<file path="config.mk">
export PLATFORM = sky130hd
export DESIGN_NAME = ccu_reg_block
export DESIGN_NICKNAME = d
export VERILOG_FILES = /design/src/rtl/ccu_regs_pkg.sv /design/src/rtl/ccu_bus_decode.sv /design/src/rtl/ccu_power_word.sv /design/src/rtl/ccu_read_mux.sv /design/src/rtl/ccu_reg_block.sv
export SDC_FILE = /design/constraint.sdc
export NUM_CORES = 1
export LEC_CHECK = 0
export BUFFER_PORTS_ARGS = -buffer_cell sky130_fd_sc_hd__buf_4
export CELL_PAD_IN_SITES_DETAIL_PLACEMENT = 1
export CELL_PAD_IN_SITES_GLOBAL_PLACEMENT = 1
export CORE_ASPECT_RATIO = 1.1
export CORE_UTILIZATION = 43
export DETAILED_ROUTE_END_ITERATION = 7
export GPL_ROUTABILITY_DRIVEN = 0
export GPL_TIMING_DRIVEN = 0
export PLACE_DENSITY_LB_ADDON = 0.15
export SYNTH_ARGS = -nofsm -noshare
export SYNTH_HDL_FRONTEND = slang
export SYNTH_SLANG_ARGS = --single-unit
</file>
<file path="constraint.sdc">
create_clock -name clk -period 4.2 [get_ports clk]
set_clock_uncertainty 0.1 [all_clocks]
set_input_delay 0 -clock clk [delete_from_list [all_inputs] [get_ports clk]]
set_output_delay 0 -clock clk [all_outputs]
set_load 0.02 [all_outputs]
</file>
<file path="src/rtl/ccu_regs_pkg.sv">
package ccu_regs_pkg;

    localparam int DATA_W = 32;
    localparam int LANES  = DATA_W / 8;
    localparam int LANE_W = $clog2(LANES);

    localparam int OFF_CTRL = 'h00;
    localparam int OFF_CFG  = 'h04;
    localparam int OFF_PWR  = 'h08;

    typedef enum logic [1:0] {
        TGT_NONE = 2'd0,
        TGT_CTRL = 2'd1,
        TGT_CFG  = 2'd2,
        TGT_PWR  = 2'd3
    } target_e;

    typedef struct packed {
        target_e             tgt;
        logic [LANE_W-1:0]   lane;
        logic                size_ok;
        logic [LANES-1:0]    size_be;
    } dec_t;

    // byte enables for a right-aligned access of the given byte count
    function automatic logic [LANES-1:0] size_to_be(input logic [2:0] sz);
        logic [LANES-1:0] be;
        case (sz)
            3'd1:    be = LANES'(4'b0001);
            3'd2:    be = LANES'(4'b0011);
            3'd4:    be = LANES'(4'b1111);
            default: be = '0;
        endcase
        return be;
    endfunction

    function automatic logic [DATA_W-1:0] cfg_word(input int n);
        logic [DATA_W-1:0] w;
        w      = '0;
        w[1:0] = 2'(n - 1);
        for (int i = 0; i < n; i++) begin
            w[4 + i] = 1'b1;
        end
        return w;
    endfunction

endpackage

</file>
<file path="src/rtl/ccu_bus_decode.sv">
module ccu_bus_decode
    import ccu_regs_pkg::*;
#(
    parameter int ADDR_W = 8
) (
    input  logic [ADDR_W-1:0] addr,
    input  logic [2:0]        size,
    output dec_t              dec
);

    localparam logic [ADDR_W-1:0] A_CTRL = ADDR_W'(OFF_CTRL);
    localparam logic [ADDR_W-1:0] A_CFG  = ADDR_W'(OFF_CFG);
    localparam logic [ADDR_W-1:0] A_PWR  = ADDR_W'(OFF_PWR);

    logic [ADDR_W-1:0] pwr_rel;

    assign pwr_rel = addr - A_PWR;

    always_comb begin
        dec.size_be = size_to_be(size);
        dec.size_ok = |dec.size_be;
        dec.lane    = '0;
        if (addr == A_CTRL) begin
            dec.tgt = TGT_CTRL;
        end else if (addr == A_CFG) begin
            dec.tgt = TGT_CFG;
        end else if (addr >= A_PWR && pwr_rel < ADDR_W'(LANES)) begin
            dec.tgt  = TGT_PWR;
            dec.lane = pwr_rel[LANE_W-1:0];
        end else begin
            dec.tgt = TGT_NONE;
        end
    end

endmodule

</file>
<file path="src/rtl/ccu_power_word.sv">
module ccu_power_word
    import ccu_regs_pkg::*;
(
    input  logic                clk,
    input  logic                rst,
    input  logic                wr_en,
    input  logic [LANE_W-1:0]   lane,
    input  logic [LANES-1:0]    size_be,
    input  logic [DATA_W-1:0]   wdata,
    output logic [DATA_W-1:0]   word_q
);

    logic [2*LANES-1:0] be_wide;
    logic [LANES-1:0]   be_sh;
    logic [DATA_W-1:0]  wd_sh;
    logic [DATA_W-1:0]  word_d;

    // shift enables by the lane offset, dropping any that pass the top byte
    assign be_wide = {{LANES{1'b0}}, size_be} << lane;
    assign be_sh   = be_wide[LANES-1:0];
    assign wd_sh   = wdata << {lane, 3'b000};

    for (genvar b = 0; b < LANES; b++) begin : g_lane
        assign word_d[8*b +: 8] = (wr_en && be_sh[b]) ? wd_sh[8*b +: 8]
                                                      : word_q[8*b +: 8];
    end

    always_ff @(posedge clk) begin
        if (rst) begin
            word_q <= '0;
        end else begin
            word_q <= word_d;
        end
    end

    p_hold_no_write_r4: assert property (@(posedge clk) disable iff (rst)
        !wr_en |=> $stable(word_q));

    p_top_lane_keeps_low_r4: assert property (@(posedge clk) disable iff (rst)
        (wr_en && lane == LANE_W'(LANES - 1)) |=>
            word_q[DATA_W-9:0] == $past(word_q[DATA_W-9:0]));

endmodule

</file>
<file path="src/rtl/ccu_read_mux.sv">
module ccu_read_mux
    import ccu_regs_pkg::*;
(
    input  logic                clk,
    input  logic                rst,
    input  logic                rd_en,
    input  target_e             tgt,
    input  logic [LANE_W-1:0]   lane,
    input  logic                ctrl_q,
    input  logic [DATA_W-1:0]   cfg,
    input  logic [DATA_W-1:0]   pwr_word,
    output logic [DATA_W-1:0]   rdata
);

    logic [DATA_W-1:0] rd_val;

    always_comb begin
        case (tgt)
            TGT_CTRL: rd_val = {{(DATA_W-1){1'b0}}, ctrl_q};
            TGT_CFG:  rd_val = cfg;
            TGT_PWR:  rd_val = pwr_word >> {lane, 3'b000};
            default:  rd_val = '0;
        endcase
    end

    always_ff @(posedge clk) begin
        if (rst) begin
            rdata <= '0;
        end else if (rd_en) begin
            rdata <= rd_val;
        end
    end

    p_unmapped_zero_r6: assert property (@(posedge clk) disable iff (rst)
        (rd_en && tgt == TGT_NONE) |=> rdata == '0);

    p_hold_idle_r8: assert property (@(posedge clk) disable iff (rst)
        !rd_en |=> $stable(rdata));

endmodule

</file>
<file path="src/rtl/ccu_reg_block.sv">
module ccu_reg_block
    import ccu_regs_pkg::*;
#(
    parameter int NUM_CORES = 4,
    parameter int ADDR_W    = 8
) (
    input  logic              clk,
    input  logic              rst,
    input  logic              bus_req,
    input  logic              bus_wr,
    input  logic [ADDR_W-1:0] bus_addr,
    input  logic [2:0]        bus_size,
    input  logic [31:0]       bus_wdata,
    output logic [31:0]       bus_rdata
);

    localparam logic [DATA_W-1:0] CFG_VAL = cfg_word(NUM_CORES);

    dec_t              dec;
    logic              wr_ok;
    logic              rd_en;
    logic              ctrl_q;
    logic [DATA_W-1:0] pwr_word;

    assign wr_ok = bus_req && bus_wr && dec.size_ok;
    assign rd_en = bus_req && !bus_wr;

    ccu_bus_decode #(.ADDR_W(ADDR_W)) u_dec (
        .addr (bus_addr),
        .size (bus_size),
        .dec  (dec)
    );

    always_ff @(posedge clk) begin
        if (rst) begin
            ctrl_q <= 1'b0;
        end else if (wr_ok && dec.tgt == TGT_CTRL) begin
            ctrl_q <= bus_wdata[0];
        end
    end

    ccu_power_word u_pwr (
        .clk     (clk),
        .rst     (rst),
        .wr_en   (wr_ok && dec.tgt == TGT_PWR),
        .lane    (dec.lane),
        .size_be (dec.size_be),
        .wdata   (bus_wdata),
        .word_q  (pwr_word)
    );

    ccu_read_mux u_rd (
        .clk      (clk),
        .rst      (rst),
        .rd_en    (rd_en),
        .tgt      (dec.tgt),
        .lane     (dec.lane),
        .ctrl_q   (ctrl_q),
        .cfg      (CFG_VAL),
        .pwr_word (pwr_word),
        .rdata    (bus_rdata)
    );

    p_ctrl_read_narrow_r1: assert property (@(posedge clk) disable iff (rst)
        (rd_en && bus_addr == '0) |=> bus_rdata[31:1] == '0);

    p_bad_size_no_change_r5: assert property (@(posedge clk) disable iff (rst)
        (bus_req && bus_wr && bus_size != 3'd1 && bus_size != 3'd2 && bus_size != 3'd4)
            |=> ($stable(pwr_word) && $stable(ctrl_q)));

    p_write_keeps_rdata_r8: assert property (@(posedge clk) disable iff (rst)
        (bus_req && bus_wr) |=> $stable(bus_rdata));

endmodule

</file>
==> results of run 1 <==
-- kinds of logic (layout without fill, tap and decap cells) --
family,count (synthesis),count (layout)
and+or+nand+nor,157,157
muxes,41,41
adders and majority gates,1,1
xor gates and xnor gates,2,2
buffers and inverters,46,191
DFF,65,65
AOI/OAI and AO/OA,85,85
-- worst max-delay path, stage by stage --
cell and delay [ns]:
dlygate4sd3_1 0.53, buf_4 0.14, and3b_1 0.30, and3_1 0.18
clkbuf_1 0.39, clkbuf_1 0.55, clkbuf_1 0.50, nand4_1 0.18
a32o_1 0.30, dlygate4sd3_1 0.56
-- final cells by class --
cell class,count,area [um^2]
multi-input cells,286,1970
clock buffers,9,124
plain buffers,32,134
fillers,888,2720
inverters,14,52.6
flip-flops and latches,65,1300
well taps,105,131
clock inverters,7,101
repair buffers,129,1100
-- what timing repair did --
action	in CTS	in global routing
hold buffers	53	0
resized for setup	0	0
setup buffers	0	0
hold endpoints to repair	34	0
-- placed cells by master (no fill, tap or decap), types with 9 or more instances in the layout --
cell / netlist / final
a211oi_1: 14 / 14
a21oi_1: 21 / 21
and3_1: 11 / 11
buf_4: 0 / 76
clkbuf_1: 24 / 24
clkbuf_8: 0 / 9
dfxtp_1: 65 / 65
dlygate4sd3_1: 0 / 53
inv_1: 13 / 13
mux2i_1: 34 / 34
nand2_1: 47 / 47
nand3_1: 12 / 12
nand4_1: 10 / 10
nor2_1: 50 / 50
nor3_1: 9 / 9
-- power groups by stage --
stage / clock (W) / sequential, W / combinational (W)
2_1_floorplan: 0 / 0.000639 / 0.0000659
3_3_place_gp: 0 / 0.000635 / 0.000139
3_5_place_dp: 0 / 0.000636 / 0.000144
4_1_cts: 0.000619 / 0.000621 / 0.000175
5_1_grt: 0.000644 / 0.000621 / 0.000195
6_report: 0.000626 / 0.000621 / 0.000184
-- path summary, 6_finish.rpt --
check                             endpoint  slack (ns)  depth (start not counted)
max          u_pwr.word_q[29]$_SDFFE_PP0P_        0.72                         10
min          u_pwr.word_q[12]$_SDFFE_PP0P_       -0.02                          4
max reg2reg  u_pwr.word_q[13]$_SDFFE_PP0P_        2.73                          3
min reg2reg     u_rd.rdata[3]$_SDFFE_PP0P_        0.36                          2
-- metal layers --
layer / vias up / part of all wire [%] / track usage, %
met2: 252 / 50 / 64.6
met3: 67 / 7.3 / 7.29
met1: 1951 / 38 / 41.8
li1: 1738 / - / -
met5: - / 0 / 0
met4: 0 / 4.7 / 24.2
-- metrics by stage --
step / instance area [um^2] / setup WS [ns] / util [%]
2_1_floorplan: 3460 / 2.25 / -
3_3_place_gp: 4160 / 1.48 / 54.5
3_5_place_dp: 4160 / 1.45 / 54.5
4_1_cts: 4920 / 0.920 / 64.4
5_1_grt: 4920 / 0.700 / 64.4
6_report: 4920 / 0.718 / 64.4
-- sequential cells by signal, indices dropped and copies added, names as in the netlist --
signal        flops
ctrl_q            1
u_pwr.word_q     32
u_rd.rdata       32
==> out/results.ini, run 1 <==
[floorplanning]
die_w_um=87.6
die_area_um2=8410
pin_count=79
die_h_um=96.1
start_util_pct=45.3
fp.coreArea_um2=7640
rows=33

[grt]
antenna_found_initial=0
first_global_vias=4227
grt_use_total_pct=37.3
grt_pass1_wl_mm=22.7
grt_max_degree=14
grt_overflow=0

[synth]
synth_fa_ha_area_share_pct=0.361
synth_edf_count=0
syn-cell-area_um2=3460
synth.area.top_cells=dfxtp_1 38%, mux2i_1 9.8%, nor2_1 5.4%, nand2_1 5.1%, mux4_2 4.6%
synth.ff_latch_count=65
yosysMostFrequentCell=dfxtp_1
synth_top_family_by_area=simple AND/OR/NAND/NOR gates
avgSynthCellArea_um2=8.72
yosysSeqAreaShare_pct=37.6
synth_top_cell_by_area=dfxtp_1
netlist_top_cells_count=65 x dfxtp_1, 50 x nor2_1, 47 x nand2_1
synth-xor-area-share_pct=0.723
yosysUniqueCellTypes=46
synth_top_area_share_pct=37.6
ys.flop_type=dfxtp_1
netlist_instances=397
yosys-mux-area-fraction_pct=14.4
synth-compound-area-share_pct=19.9
ys_async_sr_fraction_pct=0
ys.warnings.count=0
synth-simple-area-share_pct=21.6
syn-num-nets=445

[routing]
drt_iter0_drc=316
num_vias=4008
post_drt_wl_per_cell_um=23.2
wl_mm=15.0
drc=0
dr.pass1.iters=5
via_per_inst=6.19
ant_nets=0

[clock_tree]
h-tree-depth=3
cts-root-buf=clkbuf_8
cts_max_path_buffers=2
cts_made_buffers=9
path_clk_slew_ns=0.08
insertion_delay_ns=0.36
numClockSinks=65
cts_tree=done

[critical_path]
critPathKind=in2reg
crit_start=bus_addr[2]
critPathRequiredTime_ns=4.35
cp-end-kind=flip-flop
arrival_ns=3.63
crit_fanout=10
crit-reg2reg-launch=u_pwr.word_q[13]$_SDFFE_PP0P_
start_kind=primary input

[power]
seqPwrFrac_pct=43.4
power_frac_clock_pct=43.8
combPwrFrac_pct=12.8
p_total_w=0.00143
p_switching_w=0.000390
ir_worst_vdd_mv=0.164
p_leak_nw=2.01
switching_share_pct=27.2
p_int_w=0.00104
powerDensity_nw_per_um2=291

[cells_and_area]
final_nets=585
diodes=0
stdcell_count=647
final_layout_size_suffix_gt1_share_pct=21.4
syn_to_final_growth_pct=42.1

[timing]
relSlewSlack_pct=36.6
slew_violations=0
grt_setup_unrepaired=no
fin_crit_sh_pct=82.9
fmax_mhz=287
worstMarginPinSlew_ns=0.944
finalSetupViolations=0
tns_ns=0
finalHoldViolCount=1
whs_ns=-0.0170
fin_crit_ns=3.48

[status]
status=finished with violations
violations=hold timing

[worst_hold_path]
hold_class=in2reg
min_from=bus_addr[1]

[place]
dp_cells=578
hpwl_mm=9.32
numPortBuffers=76

[run]
maxCapViolCount=0

Note: power is estimated with default switching activity, not from simulation.
==> run 2, diff against run 1 <==
--- a/config.mk
+++ b/config.mk
@@ -9,7 +9,7 @@
 export CELL_PAD_IN_SITES_DETAIL_PLACEMENT = 1
 export CELL_PAD_IN_SITES_GLOBAL_PLACEMENT = 1
 export CORE_ASPECT_RATIO = 1.1
-export CORE_UTILIZATION = 43
+export CORE_UTILIZATION = 40
 export DETAILED_ROUTE_END_ITERATION = 7
 export GPL_ROUTABILITY_DRIVEN = 0
 export GPL_TIMING_DRIVEN = 0
==> constraint.sdc (replaced) <==
create_clock -name clk -period 3.5 [get_ports clk]
set_clock_uncertainty 0.1 [all_clocks]
set_input_delay 0 -clock clk [delete_from_list [all_inputs] [get_ports clk]]
set_output_delay 0 -clock clk [all_outputs]
set_load 0.02 [all_outputs]
==> run 2 against run 1 <==
The flow still finishes with violations (hold timing); via count down 8.6%; hold slack improved by 0.015 ns; critical path depth is 2 lower; sequential power is 20% higher; cell count rose by 0.46%; register-to-register slack worse by 0.66 ns; clock power increased by 16%; combinational power increased by 14%; critical path type unchanged.
==> out/results.ini, run 2 (synthesis gave the netlist of run 1 again) <==
[cells_and_area]
syn_to_final_growth_pct=41.3
utilization_pct=58.2
reg_top3=u_pwr.word_q: 32 flops, u_rd.rdata: 32 flops, ctrl_q: 1 flops
diodes=0
final_common_cell=buf_4
final_layout_size_suffix_gt1_share_pct=21.5
final_area_um2=4890
layout_common_cells=76 x buf_4, 65 x dfxtp_1, 50 x nor2_1, 50 x dlygate4sd3_1, 47 x nand2_1
final_nets=582

[critical_path]
crit_fanout=10
cp-end-kind=flip-flop
timing.reg2reg.setup_slack_ns=2.07
critPathKind=in2reg
crit-reg2reg-launch=u_pwr.word_q[29]$_SDFFE_PP0P_
cp_num_buf_inv=5
slowest_delay_ns=0.69
start_kind=primary input
ff2ff_path_depth=2
critPathRequiredTime_ns=3.69
cp_cell_sequence=buf_4, buf_1, nand4_1, clkbuf_1, nand3_1, dlygate4sd3_1, a32o_1, dlygate4sd3_1
cpMostUsedCell=dlygate4sd3_1
timing.rr.end=u_pwr.word_q[29]$_SDFFE_PP0P_
arrival_ns=3.20
crit_slowest_cell=nand4_1
cpLargestDelayFamily=buffers and inverters

[clock_tree]
h-tree-depth=3
cts_setup_buffers=0
numClockSinks=65
path_clk_slew_ns=0.08
cts_max_path_buffers=2
cts-root-buf=clkbuf_8
cts_made_buffers=9
insertion_delay_ns=0.35
cts_tree=done

[timing]
whs_ns=-0.00238
grt_setup_unrepaired=no
finalSetupViolations=0
finalHoldViolCount=1
tns_ns=0
relSlewSlack_pct=51.1
slew_violations=0
fin_crit_ns=3.01
fin_crit_sh_pct=86.0
fmax_mhz=332
worstMarginPinSlew_ns=0.728

[run]
maxCapViolCount=0

[grt]
grt_pass1_wl_mm=20.3
antenna_found_initial=0
grt_use_total_pct=29.2
grt_overflow=0
first_global_vias=3953
grt_max_degree=13

[place]
numPortBuffers=76
hpwl_mm=9.01
placed_cell_area_um2=4170

[power]
powerDensity_nw_per_um2=344
ir_worst_vdd_mv=0.203
p_leak_nw=1.99

[floorplanning]
die_h_um=99.6
pin_count=79
fp.coreArea_um2=8410
start_util_pct=41.2
die_area_um2=9030
die_w_um=90.7
rows=35

[routing]
ant_nets=0
via_per_inst=5.63
wl_mm=12.7
drt_iter0_drc=151
drc=0
dr.pass1.iters=5
post_drt_wl_per_cell_um=19.5
num_vias=3662

[worst_hold_path]
min_from=bus_addr[2]
holdPathStages=4
hold_class=in2reg
min_to=u_rd.rdata[0]$_SDFFE_PP0P_

[status]
violations=hold timing
status=finished with violations

run 2: changes by cell type in the layout (fill, tap and decap cells not counted), sizes merged:
cell,before,now
dlygate4sd3,53,50
clkinvlp,2,1
clkinv,1,4
inv,16,14
run 2: routing by layer:
layer  up-vias  wire length [um]  global-route usage [%]
li1       1731                 -                       -
met1      1792              5320                    34.5
met2       117              6290                    52.7
met3        22               768                    4.97
met4         0               310                    10.8
met5         -                 0                       0
run 2: how the worst max path moves through the flow:
stage / slack (ns) / endpoint / start / cells after the start
floorplan: 1.55 / u_pwr.word_q[29]$_SDFFE_PP0P_ / bus_addr[3] / 9
global placement: 0.83 / u_pwr.word_q[31]$_SDFFE_PP0P_ / bus_addr[3] / 10
detailed placement: 0.77 / u_pwr.word_q[31]$_SDFFE_PP0P_ / bus_addr[3] / 10
CTS: 0.59 / u_pwr.word_q[25]$_SDFFE_PP0P_ / bus_addr[0] / 8
global route: 0.40 / u_pwr.word_q[29]$_SDFFE_PP0P_ / bus_addr[3] / 11
finish: 0.49 / u_pwr.word_q[27]$_SDFFE_PP0P_ / bus_addr[0] / 8
run 2: where the power goes:
part           switching (W)  total, W  internal (W)
clock               0.000325  0.000726      0.000401
sequential        0.00000227  0.000745      0.000743
combinational       0.000112  0.000209     0.0000970
total               0.000440   0.00168       0.00124
run 2: layout make-up:
type	instances	area (um^2)
Timing Repair Buffer	126	1070
Inverter	14	52.6
Fill cell	1025	3520
Tap cell	111	139
Clock buffer	9	124
Buffer	32	134
Multi-Input combinational cell	286	1970
Clock inverter	7	95.1
Sequential cell	65	1300
run 2: per-stage QoR:
step           power, W  worst slack, ns  std cells  hold slack, ns
2_1_floorplan  0.000846             1.55        397          0.0469
5_1_grt         0.00173            0.401        650         0.00455
4_1_cts         0.00168            0.587        650        0.000802
6_report        0.00168            0.490        650        -0.00238
3_5_place_dp   0.000934            0.768        584           0.185
3_3_place_gp   0.000929            0.832        584           0.166
run 2: worst reg2reg max path: stages, from the launching register on:
cell and delay (ns):
dfxtp_1 0.40, a32o_1 0.26, dlygate4sd3_1 0.56
run 2: timing repair:
item                                   in CTS  in global routing
endpoints found under the hold margin      32                  0
hold buffers                               50                  0
gates resized for setup                     0                  0
setup endpoints to repair                   0                  0
